[src/rtl/rtc_pkg.sv]
package rtc_pkg;

  typedef enum logic [2:0] {
    M_INIT   = 3'd0,
    M_IDLE   = 3'd1,
    M_REC    = 3'd2,
    M_RCLOSE = 3'd3,
    M_PLAY   = 3'd4,
    M_PCLOSE = 3'd5,
    M_TRACK  = 3'd6,
    M_OFF    = 3'd7
  } rtc_mode_e;

  typedef struct packed {
    logic rec;
    logic play;
    logic stop;
    logic trk;
    logic pwr;
  } rtc_btn_t;

  typedef struct packed {
    logic adc;
    logic wr;
    logic rd;
    logic close;
  } rtc_caps_t;

  // Advance a track index, wrapping after the last track.
  function automatic int unsigned trk_next(int unsigned cur, int unsigned num);
    return (cur + 1 >= num) ? 0 : cur + 1;
  endfunction

  // Which peripherals a mode keeps running.
  function automatic rtc_caps_t mode_caps(rtc_mode_e m);
    rtc_caps_t c;
    c.adc   = (m == M_REC);
    c.wr    = (m == M_REC);
    c.rd    = (m == M_PLAY);
    c.close = (m == M_RCLOSE) || (m == M_PCLOSE);
    return c;
  endfunction

endpackage

[src/rtl/rtc_fsm.sv]
module rtc_fsm (
  input  logic                clk,
  input  logic                rst_n,
  input  rtc_pkg::rtc_btn_t   btn,
  input  logic                store_ready,
  input  logic                disp_ready,
  input  logic                store_done,
  output rtc_pkg::rtc_mode_e  state,
  output logic                ev_trk_step,
  output logic                ev_close_done
);
  import rtc_pkg::*;

  rtc_mode_e nxt;

  always_comb begin
    nxt = state;
    unique case (state)
      M_INIT:   if (store_ready && disp_ready) nxt = M_IDLE;
      M_IDLE: begin
        if (btn.rec)       nxt = M_REC;
        else if (btn.play) nxt = M_PLAY;
        else if (btn.trk)  nxt = M_TRACK;
        else if (btn.pwr)  nxt = M_OFF;
      end
      M_REC:    if (btn.stop)  nxt = M_RCLOSE;
      M_RCLOSE: if (store_done) nxt = M_IDLE;
      M_PLAY:   if (btn.stop)  nxt = M_PCLOSE;
      M_PCLOSE: if (store_done) nxt = M_IDLE;
      M_TRACK:  nxt = M_IDLE;
      M_OFF:    if (btn.pwr)   nxt = M_INIT;
      default:  nxt = M_INIT;
    endcase
  end

  assign ev_trk_step   = (state == M_IDLE) && (nxt == M_TRACK);
  assign ev_close_done = ((state == M_RCLOSE) || (state == M_PCLOSE)) && store_done;

  always_ff @(posedge clk or negedge rst_n) begin
    if (!rst_n) state <= M_INIT;
    else        state <= nxt;
  end

endmodule

[src/rtl/rtc_track_ctr.sv]
module rtc_track_ctr #(
  parameter int NUM_TRACKS = 8,
  parameter int TRK_W      = 3
) (
  input  logic             clk,
  input  logic             rst_n,
  input  logic             step,
  output logic [TRK_W-1:0] track
);
  import rtc_pkg::*;

  logic [TRK_W-1:0] track_inc;

  assign track_inc = TRK_W'(trk_next(int'(unsigned'(track)), NUM_TRACKS));

  always_ff @(posedge clk or negedge rst_n) begin
    if (!rst_n)    track <= '0;
    else if (step) track <= track_inc;
  end

endmodule

[src/rtl/rtc_disp_evt.sv]
module rtc_disp_evt #(
  parameter int TRK_W = 3
) (
  input  logic               clk,
  input  logic               rst_n,
  input  rtc_pkg::rtc_mode_e mode,
  input  logic [TRK_W-1:0]   track,
  output logic               ev_mode_chg,
  output logic               ev_trk_chg,
  output logic               disp_upd
);
  import rtc_pkg::*;

  rtc_mode_e        mode_q;
  logic [TRK_W-1:0] track_q;

  always_ff @(posedge clk or negedge rst_n) begin
    if (!rst_n) begin
      mode_q  <= M_INIT;
      track_q <= '0;
    end else begin
      mode_q  <= mode;
      track_q <= track;
    end
  end

  assign ev_mode_chg = (mode != mode_q);
  assign ev_trk_chg  = (track != track_q);
  assign disp_upd    = ev_mode_chg | ev_trk_chg;

endmodule

[src/rtl/rec_transport_ctrl.sv]
module rec_transport_ctrl #(
  parameter  int NUM_TRACKS = 8,
  localparam int TRK_W      = (NUM_TRACKS > 1) ? $clog2(NUM_TRACKS) : 1
) (
  input  logic             clk,
  input  logic             rst_n,
  input  logic             btn_rec,
  input  logic             btn_play,
  input  logic             btn_stop,
  input  logic             btn_trk,
  input  logic             btn_pwr,
  input  logic             store_ready,
  input  logic             disp_ready,
  input  logic             store_done,
  output logic             adc_run,
  output logic             store_wr_en,
  output logic             store_rd_en,
  output logic             store_close_req,
  output logic [2:0]       mode,
  output logic [TRK_W-1:0] track,
  output logic             disp_upd
);
  import rtc_pkg::*;

  rtc_btn_t  btn;
  rtc_mode_e state;
  rtc_caps_t caps;
  logic      ev_trk_step;
  logic      ev_close_done;
  logic      ev_mode_chg;
  logic      ev_trk_chg;

  assign btn = '{rec: btn_rec, play: btn_play, stop: btn_stop, trk: btn_trk, pwr: btn_pwr};

  rtc_fsm u_fsm (
    .clk           (clk),
    .rst_n         (rst_n),
    .btn           (btn),
    .store_ready   (store_ready),
    .disp_ready    (disp_ready),
    .store_done    (store_done),
    .state         (state),
    .ev_trk_step   (ev_trk_step),
    .ev_close_done (ev_close_done)
  );

  rtc_track_ctr #(.NUM_TRACKS(NUM_TRACKS), .TRK_W(TRK_W)) u_trk (
    .clk   (clk),
    .rst_n (rst_n),
    .step  (ev_trk_step),
    .track (track)
  );

  rtc_disp_evt #(.TRK_W(TRK_W)) u_disp (
    .clk         (clk),
    .rst_n       (rst_n),
    .mode        (state),
    .track       (track),
    .ev_mode_chg (ev_mode_chg),
    .ev_trk_chg  (ev_trk_chg),
    .disp_upd    (disp_upd)
  );

  assign caps            = mode_caps(state);
  assign adc_run         = caps.adc;
  assign store_wr_en     = caps.wr;
  assign store_rd_en     = caps.rd;
  assign store_close_req = caps.close;
  assign mode            = state;

endmodule

[config.mk]
export PLATFORM = sky130hd
export DESIGN_NAME = rec_transport_ctrl
export DESIGN_NICKNAME = d
export VERILOG_FILES = /design/src/rtl/rtc_pkg.sv /design/src/rtl/rtc_fsm.sv /design/src/rtl/rtc_track_ctr.sv /design/src/rtl/rtc_disp_evt.sv /design/src/rtl/rec_transport_ctrl.sv
export SDC_FILE = /design/constraint.sdc
export NUM_CORES = 1
export LEC_CHECK = 0
export CORE_AREA = 2 2 41 43
export CTS_CLUSTER_DIAMETER = 150
export DETAILED_ROUTE_END_ITERATION = 16
export DIE_AREA = 0 0 43 45
export PLACE_DENSITY = 0.76
export SETUP_SLACK_MARGIN = 0.2
export SLEW_MARGIN = 20
export SYNTH_ARGS = -nofsm -noshare
export SYNTH_HDL_FRONTEND = slang
export SYNTH_SLANG_ARGS = --single-unit
[constraint.sdc]
create_clock -name clk -period 1.66 [get_ports clk]
set_input_delay 0.166 -clock clk [delete_from_list [all_inputs] [get_ports clk]]
set_output_delay 0.166 -clock clk [all_outputs]
set_load 0.01 [all_outputs]
=== After elaboration in Yosys (flattened, before gate mapping) ===
Cells that the tools add are included.

* Register bits: 12
* Memories kept: 0
* Memory bits (writable): 0
* Word-level logic and storage cells: 33
* Memory bits (read-only): 0
* Latch bits: 0

* Reductions and logical operators: 5
* Equality and inequality tests: 10
* Order comparisons: 1
* Multipliers: 0
* Bitwise operators: 1
* Add/subtract/negate cells: 1
* Multiplexer cells: 11
* Divide/modulo/power cells: 0
* Shift-type cells: 0

{| class="wikitable"
|+ Operators by type and width
! kind !! count
|-
| 3-bit two-way mux || 10
|-
| 3-bit case mux with 7 select lines || 1
|-
| 3-bit equality test (second input constant) || 5
|-
| 3-bit by 2-bit equality test with 1-bit output (second input constant) || 2
|-
| 3-bit != test || 2
|-
| 3-bit by 1-bit adder with 4-bit output (second input constant) || 1
|-
| 4-bit greater-or-equal comparator (second input constant) || 1
|-
| 3-bit by 1-bit equality test with 1-bit output (second input constant) || 1
|-
| 3-bit logical NOT || 1
|-
| 1-bit logical AND || 2
|-
| 2-bit OR reduction || 1
|-
| 1-bit logical OR || 1
|-
| 1-bit OR || 1
|}

=== Longest topological paths before layout ===
Gate-level depths: netlist of the first run.

* Word-level depth: 7
* Depth in mapped cells: 4
* Mapped depth without buffers: 4

=== Cells and area by module ===
A second synthesis of the first run with hierarchy kept.

* Cell total of the unflattened synthesis: 59
* Area, all modules: 630.6 sq um

{| class="wikitable"
|+ Modules (own cells, without submodules)
! module !! instances !! cells each !! area an instance (sq um) !! seq. area each (sq um)
|-
| rtc_fsm || 1 || 29 || 246.5 || 75.1
|-
| rtc_disp_evt || 1 || 15 || 219.0 || 150.1
|-
| rtc_track_ctr || 1 || 9 || 130.1 || 75.1
|-
| rec_transport_ctrl || 1 || 6 || 35.0 || 0.0
|}

=== Worst setup path before layout of the first run ===
Ideal clock, no wire load.

* Kind: reg2reg
* Start point: register u_fsm.state[2]
* End point: register u_trk.track[0]
* Setup slack: 0.351 ns
* Setup time: 0.130 ns
* Data arrival time: 1.179 ns
* Cell stages (with the launch flop): 5
* Path through: dfrtp_1 > buf_2 > or2_4 > or2_4 > xnor2_1

* Word-level cells in the longest chain between the ends: 7
* Elaborated cells on any way between the ends: 21

{| class="wikitable"
|+ Ends and longest elaborated chain
! what !! line !! text
|-
| from (decl) || rtc_fsm.sv:8 || <nowiki>output rtc_pkg::rtc_mode_e state,</nowiki>
|-
| from (signal assigned) || rtc_fsm.sv:41 || <nowiki>else state <= nxt;</nowiki>
|-
| 3-bit two-way mux || rtc_fsm.sv:24 || <nowiki>else if (btn.pwr) nxt = M_OFF;</nowiki>
|-
| 3-bit two-way mux || rtc_fsm.sv:23 || <nowiki>else if (btn.trk) nxt = M_TRACK;</nowiki>
|-
| 3-bit two-way mux || rtc_fsm.sv:22 || <nowiki>else if (btn.play) nxt = M_PLAY;</nowiki>
|-
| 3-bit two-way mux || rtc_fsm.sv:21 || <nowiki>if (btn.rec) nxt = M_REC;</nowiki>
|-
| 3-bit case mux with 7 select lines || rtc_fsm.sv:18 || <nowiki>unique case (state)</nowiki>
|-
| 3-bit equality test || rtc_fsm.sv:36 || <nowiki>assign ev_trk_step = (state == M_IDLE) && (nxt == M_TRACK);</nowiki>
|-
| 1-bit logical AND * || rtc_fsm.sv:36 ||
|-
| to (signal assigned) || rtc_track_ctr.sv:18 || <nowiki>else if (step) track <= track_inc;</nowiki>
|-
| to (decl) || rtc_track_ctr.sv:8 || <nowiki>output logic [TRK_W-1:0] track</nowiki>
|}

Mark *: on every way between the ends. The rest lies on a longest branch, timed or not.
A chain may end at the register's enable or synchronous reset.

=== Worst setup path after layout of the first run ===
* Start point: register u_fsm.state[1]
* End point: output port disp_upd

* Word-level cells in the longest chain between the ends: 2

{| class="wikitable"
|+ Ends and longest elaborated chain
! what !! line !! text
|-
| 3-bit != test || rtc_disp_evt.sv:27 || <nowiki>assign ev_mode_chg = (mode != mode_q);</nowiki>
|-
| 1-bit OR || rtc_disp_evt.sv:29 || <nowiki>assign disp_upd = ev_mode_chg | ev_trk_chg;</nowiki>
|-
| to (decl) || rec_transport_ctrl.sv:21 || <nowiki>output logic disp_upd</nowiki>
|}

Every way passes these cells.

==> flow_metrics.env, run 1 <==
export IMPL_cp_slowest_cell="dfrtp_1"
export IMPL_die_area_um2=1940
export IMPL_wl_per_cell_um=12.6
export IMPL_worst_setup_path_end_kind="primary output"
export IMPL_period_share_pct=89.3
export IMPL_gp_congestion=0.727
export IMPL_die_h_um=45
export IMPL_layout_cells_most_common_list="11 x dfrtp_1, 9 x clkdlybuf4s50_1, 9 x buf_4"
export IMPL_placed_cell_area_um2=865
export IMPL_worstPathCellList="xor2_1 > nor4_1 > nand3_1 > clkbuf_2"
export IMPL_clkSinkCount=12
export IMPL_synth_area_leaders="dfrtp_1 48%, xor2_1 5.6%, xnor2_1 4.2%"
export IMPL_syn_avg_cell_area_um2=10.5
export IMPL_p_int_uw=1090
export IMPL_synth_cells=59
export IMPL_async_flop_share_pct=100
export IMPL_cts_htree_levels=1
export IMPL_ys_seq_elements=12
export IMPL_grt_max_degree=13
export IMPL_yosysSeqAreaShare_pct=48.4
export IMPL_fin_crit_ns=1.48
export IMPL_fmax_mhz=675
export IMPL_finalSetupViolCount=0
export IMPL_crit_arrival_ns=1.32
export IMPL_nets=102
export IMPL_area_growth_pct=53.2
export IMPL_pwr_density_cell_nw_per_um2=1820
export IMPL_netSwitchingPower_uw=639
export IMPL_synth_top_cell_area_share_pct=48.4
export IMPL_p_comb_share_pct=58.0
export IMPL_p_sw_share_pct=36.9
export IMPL_clock_path_buffers=2
export IMPL_ys_types=28
export IMPL_ir_drop_v=0.000811
export IMPL_dieWidth_um=43
export IMPL_worst_pin_slew_ns=0.512
export IMPL_p_seq_share_pct=29.4
export IMPL_cts_buffers=3
export IMPL_vias=545
export IMPL_min_path_type="in -> async"
export IMPL_pin_count=21
export IMPL_slew_headroom_pct=65.8
export IMPL_dpl_hpwl_um=987
export IMPL_diodes=0
export IMPL_cts_tree="done"
export IMPL_final_layout_size_suffix_gt1_share_pct=30.0
export IMPL_start_util_pct=42.2
export IMPL_crit_type="reg -> out"
export IMPL_via_per_inst=5.14
export IMPL_finalSetupTns_ns=0
export IMPL_status="complete, no violations"
export IMPL_p_leak_uw=0.000468
export IMPL_drt_iter0_markers=6
export IMPL_fillers=140
export IMPL_synth_top_flop_cell="dfrtp_1"
export IMPL_maxCapViolCount=0
export IMPL_routed_wl_um=1330
export IMPL_required_ns=1.49
export IMPL_yosys_area_top_type="dfrtp_1"
export IMPL_firstDrtPassIters=4
export IMPL_finClkSkew_ns=0.000372
export IMPL_path_clk_slew_ns=0.07
export IMPL_synth_nets=70
export IMPL_port_buffers=20
export IMPL_cts_hold_fix_buffers=0
export IMPL_max_stage_delay_ns=0.39
export IMPL_cp_max_fo=2
export IMPL_hold_violations=0
export IMPL_core_um2=1470
export IMPL_antenna_found_initial=0
export IMPL_grt_pass1_wl_um=2150
export IMPL_design_area_um2=951
export IMPL_drv_slew=0
export IMPL_yosysWarnings=0
export IMPL_start_kind="flip-flop"
export IMPL_clk_latency_ns=0.26
export IMPL_grtUsageTotal_pct=14.7
export IMPL_grt_overflow=0
export IMPL_netlist_area_um2=621
export IMPL_drt_drc_violations_left=0
export IMPL_postRouteAntennaNets=0
export IMPL_pwr_share_clk_pct=12.6
export IMPL_synth_edf_count=0
export IMPL_rsz0062_at_grt="yes"
export IMPL_final_common_cell="dfrtp_1"
export IMPL_cts_root_buf="clkbuf_4"
export IMPL_num_rows=14
export IMPL_first_global_vias=533
[cells by family after synthesis]
logic type               share of synthesized area [%]
buffers and inverters                             4.64
flip-flops                                        48.4
AND/OR/NAND/NOR                                   18.5
XOR/XNOR                                          9.88
AO/OA/AOI/OAI                                     14.9
adder cells (fa/ha/maj)                           3.63
[layer usage]
metal | wire length, µm | vias up | track usage (%)
met5 | 0 | - | 0
met2 | 737 | 15 | 25.8
li1 | - | 274 | -
met3 | 52 | 0 | 2.00
met4 | 0 | 0 | 7.88
met1 | 541 | 256 | 17.6
[layout make-up]
cell class	instances	area [µm²]	area share, %
timing repair buffer	31	265	27.9
tap	16	20.0	2.11
multi-input combinational	43	328	34.5
sequential	12	302	31.7
clock buffer	4	36.3	3.82
[synth_stat cells, drive strengths merged (2+ instances only)]
cell type   n
or2         2
dfrtp      12
o21ai       4
nor2        4
nand2b      3
xnor2       3
nor3        2
a21oi       3
nand3       3
nand2       2
buf         4
xor2        4
[metrics by stage]
step	hold WS, ns	setup WS, ns	instances	util [%]	total power, µW
6_report	0.243	0.178	106	64.6	1730
5_1_grt	0.275	0.0333	106	64.6	1880
4_1_cts	0.253	0.0321	104	61.7	1640
3_5_place_dp	0.531	0.130	98	58.8	1440
3_3_place_gp	0.511	0.139	98	58.8	1410
2_1_floorplan	-0.130	0.351	59	-	1020
[worst paths after layout]
path                                      from  slack [ns]          endpoint  depth (start not counted)
worst min register to register  u_fsm.state[0]        0.49  u_disp.mode_q[0]                          0
min in group clk                    disp_ready        0.46    u_fsm.state[0]                          3
worst max register to register  u_fsm.state[2]        0.24    u_trk.track[0]                          5
worst max-delay path            u_fsm.state[1]        0.18          disp_upd                          4
max in group asynchronous                rst_n        1.05    u_fsm.state[0]                          1
worst min-delay path                     rst_n        0.24  u_disp.mode_q[2]                          1
[power by group through the flow]
stage          registers (µW)  logic, µW  clock network (µW)
2_1_floorplan             549        475                   0
6_report                  508       1000                 218
4_1_cts                   515        891                 230
3_5_place_dp              521        919                   0
5_1_grt                   523       1110                 246
3_3_place_gp              513        898                   0
[timing repair]
action | in CTS | in global routing
pin swaps | 0 | 7
setup endpoints to repair | 11 | 11
buffers inserted | 2 | 2
resized for setup | 12 | 19
[flip-flops by register name (all words and copies together), names as in the netlist]
register,count
u_disp.mode_q,3
u_disp.track_q,3
u_fsm.state,3
u_trk.track,3
[critical path: cells and delay by family, from the launching register on]
family | cells | cell delay, ns
xor gates and xnor gates | 1 | 0.16
DFF | 1 | 0.39
buffers and inverters | 1 | 0.14
and+or+nand+nor | 2 | 0.38
Power figures use the tool's default switching activity.
==> inputs of run 2 (changes only) <==
--- a/config.mk
+++ b/config.mk
@@ -5,11 +5,12 @@
 export SDC_FILE = /design/constraint.sdc
 export NUM_CORES = 1
 export LEC_CHECK = 0
-export CORE_AREA = 2 2 41 43
+export ABC_AREA = 1
+export CORE_AREA = 2 2 43 45
 export CTS_CLUSTER_DIAMETER = 150
 export DETAILED_ROUTE_END_ITERATION = 16
-export DIE_AREA = 0 0 43 45
-export PLACE_DENSITY = 0.76
+export DIE_AREA = 0 0 45 47
+export PLACE_DENSITY = 0.75
 export SETUP_SLACK_MARGIN = 0.2
 export SLEW_MARGIN = 20
 export SYNTH_ARGS = -nofsm -noshare
==> run 2 against run 1 <==
Net effect: critical endpoint unchanged; clock skew rose by 0.0014 ns; via count up 32%; fmax decreased by 3.1%; wire length up 41%; synthesized cell count is 49% higher; setup slack got worse by 0.047 ns; flip-flop and latch count unchanged; hold slack better by 0.0033 ns; global-route usage rose by 0.53 points; clock-buffer cell count fell by 1; clock power is 22% lower; non-clock buffer count increased by 8.
==> flow_metrics.env, run 2 <==
export IMPL_crit_type="reg -> out"
export IMPL_highest_layer="met4"
export IMPL_dieWidth_um=45
export IMPL_p_comb_share_pct=64.9
export IMPL_num_rows=15
export IMPL_r2r_end="u_trk.track[1]"
export IMPL_core_um2=1650
export IMPL_fin_crit_ns=1.53
export IMPL_dpl_hpwl_um=1120
export IMPL_port_buffers=20
export IMPL_grt_pass1_wl_um=2390
export IMPL_routed_wl_um=1880
export IMPL_netlist_area_um2=712
export IMPL_cts_tree="done"
export IMPL_synth_edf_count=0
export IMPL_antenna_found_initial=0
export IMPL_pwr_share_clk_pct=8.6
export IMPL_first_global_vias=622
export IMPL_synth_top_flop_cell="dfrtp_1"
export IMPL_wl_met2_um=978
export IMPL_final_layout_size_suffix_gt1_share_pct=41.7
export IMPL_grt_overflow=0
export IMPL_slew_headroom_pct=64.9
export IMPL_post_place_cells=128
export IMPL_regToRegSetupSlack_ns=0.13
export IMPL_p_seq_share_pct=26.5
export IMPL_p_sw_share_pct=41.7
export IMPL_async_flop_share_pct=100
export IMPL_start_util_pct=43.1
export IMPL_fin_cells=144
export IMPL_diodes=0
export IMPL_yosys_area_top_type="dfrtp_1"
export IMPL_drt_drc_violations_left=0
export IMPL_cts_buffers=3
export IMPL_die_area_um2=2120
export IMPL_max_stage_delay_ns=0.43
export IMPL_cp_max_fo=3
export IMPL_finClkSkew_ns=0.00180
export IMPL_clock_path_buffers=2
export IMPL_cp_top_family="flip-flops"
export IMPL_path_buf_inv=2
export IMPL_grtUsageTotal_pct=15.2
export IMPL_yosysMostFrequentCell="nand2_1"
export IMPL_path_clk_slew_ns=0.07
export IMPL_grt_max_degree=13
export IMPL_via_per_inst=4.98
export IMPL_finalSetupTns_ns=0
export IMPL_worst_pin_slew_ns=0.524
export IMPL_min_path_type="in -> async"
export IMPL_final_util_pct=69.6
export IMPL_die_h_um=47
export IMPL_postRouteAntennaNets=0
export IMPL_ir_drop_v=0.000868
export IMPL_drv_slew=0
export IMPL_yosysWarnings=0
export IMPL_drt_iter0_markers=15
export IMPL_maxCapViolCount=0
export IMPL_finalSetupViolCount=0
export IMPL_nets=140
export IMPL_r2r_start="u_fsm.state[2]"
export IMPL_pwr_density_cell_nw_per_um2=1710
export IMPL_clkSinkCount=12
export IMPL_synth_nets=99
export IMPL_gp_congestion=0.792
export IMPL_firstDrtPassIters=4
export IMPL_yosysSeqAreaShare_pct=42.2
export IMPL_period_share_pct=92.1
export IMPL_p_int_uw=1150
export IMPL_wl_met3_um=89
export IMPL_synth_commonest_cells="23 x nand2_1, 12 x dfrtp_1, 10 x nor2_1, 9 x inv_1, 5 x nand3_1"
export IMPL_p_leak_uw=0.000607
export IMPL_clk_latency_ns=0.26
export IMPL_cts_root_buf="clkbuf_4"
export IMPL_layout_cells_most_common_list="19 x nand2_1, 12 x buf_4, 11 x clkdlybuf4s50_1"
export IMPL_fmax_mhz=654
export IMPL_area_growth_pct=61.5
export IMPL_crit_arrival_ns=1.36
export IMPL_synth_area_leaders="dfrtp_1 42%, nand2_1 12%, nor2_1 5.3%"
export IMPL_hold_violations=0
export IMPL_fin_hold_ws_ns=0.247
export IMPL_required_ns=1.49
export IMPL_pin_count=21
export IMPL_vias=717
export IMPL_design_area_um2=1150
export IMPL_rr_worst_depth=11
export IMPL_worstPathCellList="buf_6 > xor2_2 > nor3_2 > nand4_1 > buf_2"
export IMPL_syn_avg_cell_area_um2=8.09
export IMPL_synth_cells=88
export IMPL_cp_slowest_cell="dfrtp_2"
export IMPL_wl_per_cell_um=13.1
export IMPL_placed_cell_area_um2=948
export IMPL_ys_seq_elements=12
export IMPL_status="complete, no violations"
export IMPL_start_kind="flip-flop"
export IMPL_worst_setup_path_end_kind="primary output"
export IMPL_synth_top_cell_area_share_pct=42.2
export IMPL_final_common_cell="nand2_1"
export IMPL_wl_met1_um=798
export IMPL_cts_htree_levels=1
export IMPL_rsz0062_at_grt="yes"
export IMPL_netSwitchingPower_uw=822
export IMPL_ys_types=22
## run 2: cell types whose count changed after synthesis, moves of 3 or more
cell	change
a21oi_1	-3
inv_1	+9
nand2_1	+21
nand2b_1	-3
nor2_1	+6
## run 2: cell families after synthesis
kind of cell | synth area share, %
xor gates and xnor gates | 7.38
DFF | 42.2
buffers and inverters | 10.2
AOI/OAI and AO/OA | 5.80
adders and majority gates | 1.76
and+or+nand+nor | 32.7
## run 2: worst max path at each step
stage                   start             end  cells after the start
2_1_floorplan  u_fsm.state[0]     store_wr_en                      3
3_5_place_dp   u_fsm.state[0]     store_rd_en                      5
4_1_cts        u_fsm.state[2]  u_trk.track[2]                     10
6_report       u_fsm.state[2]        disp_upd                      5
5_1_grt        u_fsm.state[2]        disp_upd                      5
3_3_place_gp   u_fsm.state[2]        disp_upd                      4
## run 2: power by group through the flow
stage | clock [µW] | sequential (µW) | combinational (µW)
finish | 170 | 522 | 1280
global route | 185 | 544 | 1380
CTS | 172 | 514 | 946
detailed placement | 0 | 532 | 880
global placement | 0 | 523 | 869
floorplan | 0 | 520 | 530
## run 2: per-stage QoR
step / power [µW] / worst slack, ns
global placement: 1390 / 0.0875
CTS: 1630 / 0.118
finish: 1970 / 0.131
global route: 2100 / 0.0507
floorplan: 1050 / 0.317
detailed placement: 1410 / 0.0691
## run 2: per-layer routing
layer  vias up  global-route usage [%]
met2        22                    26.3
li1        353                       -
met1       340                    19.2
met3         2                    2.69
met4         0                    5.29
met5         -                       0
## run 2: repair_timing
action                     4_1_cts  5_1_grt
setup endpoints to repair       10       11
pin swaps                        3       15
gates resized for setup         23       31
hold buffers                     0        0
setup buffers                    5        8
## run 2: layout make-up
cell class / count / area, µm²
Timing Repair Buffer: 39 / 355
Multi-Input combinational cell: 62 / 398
Fill cell: 120 / 502
Tap cell: 17 / 21.3
Inverter: 11 / 46.3
Clock buffer: 3 / 22.5
Sequential cell: 12 / 307
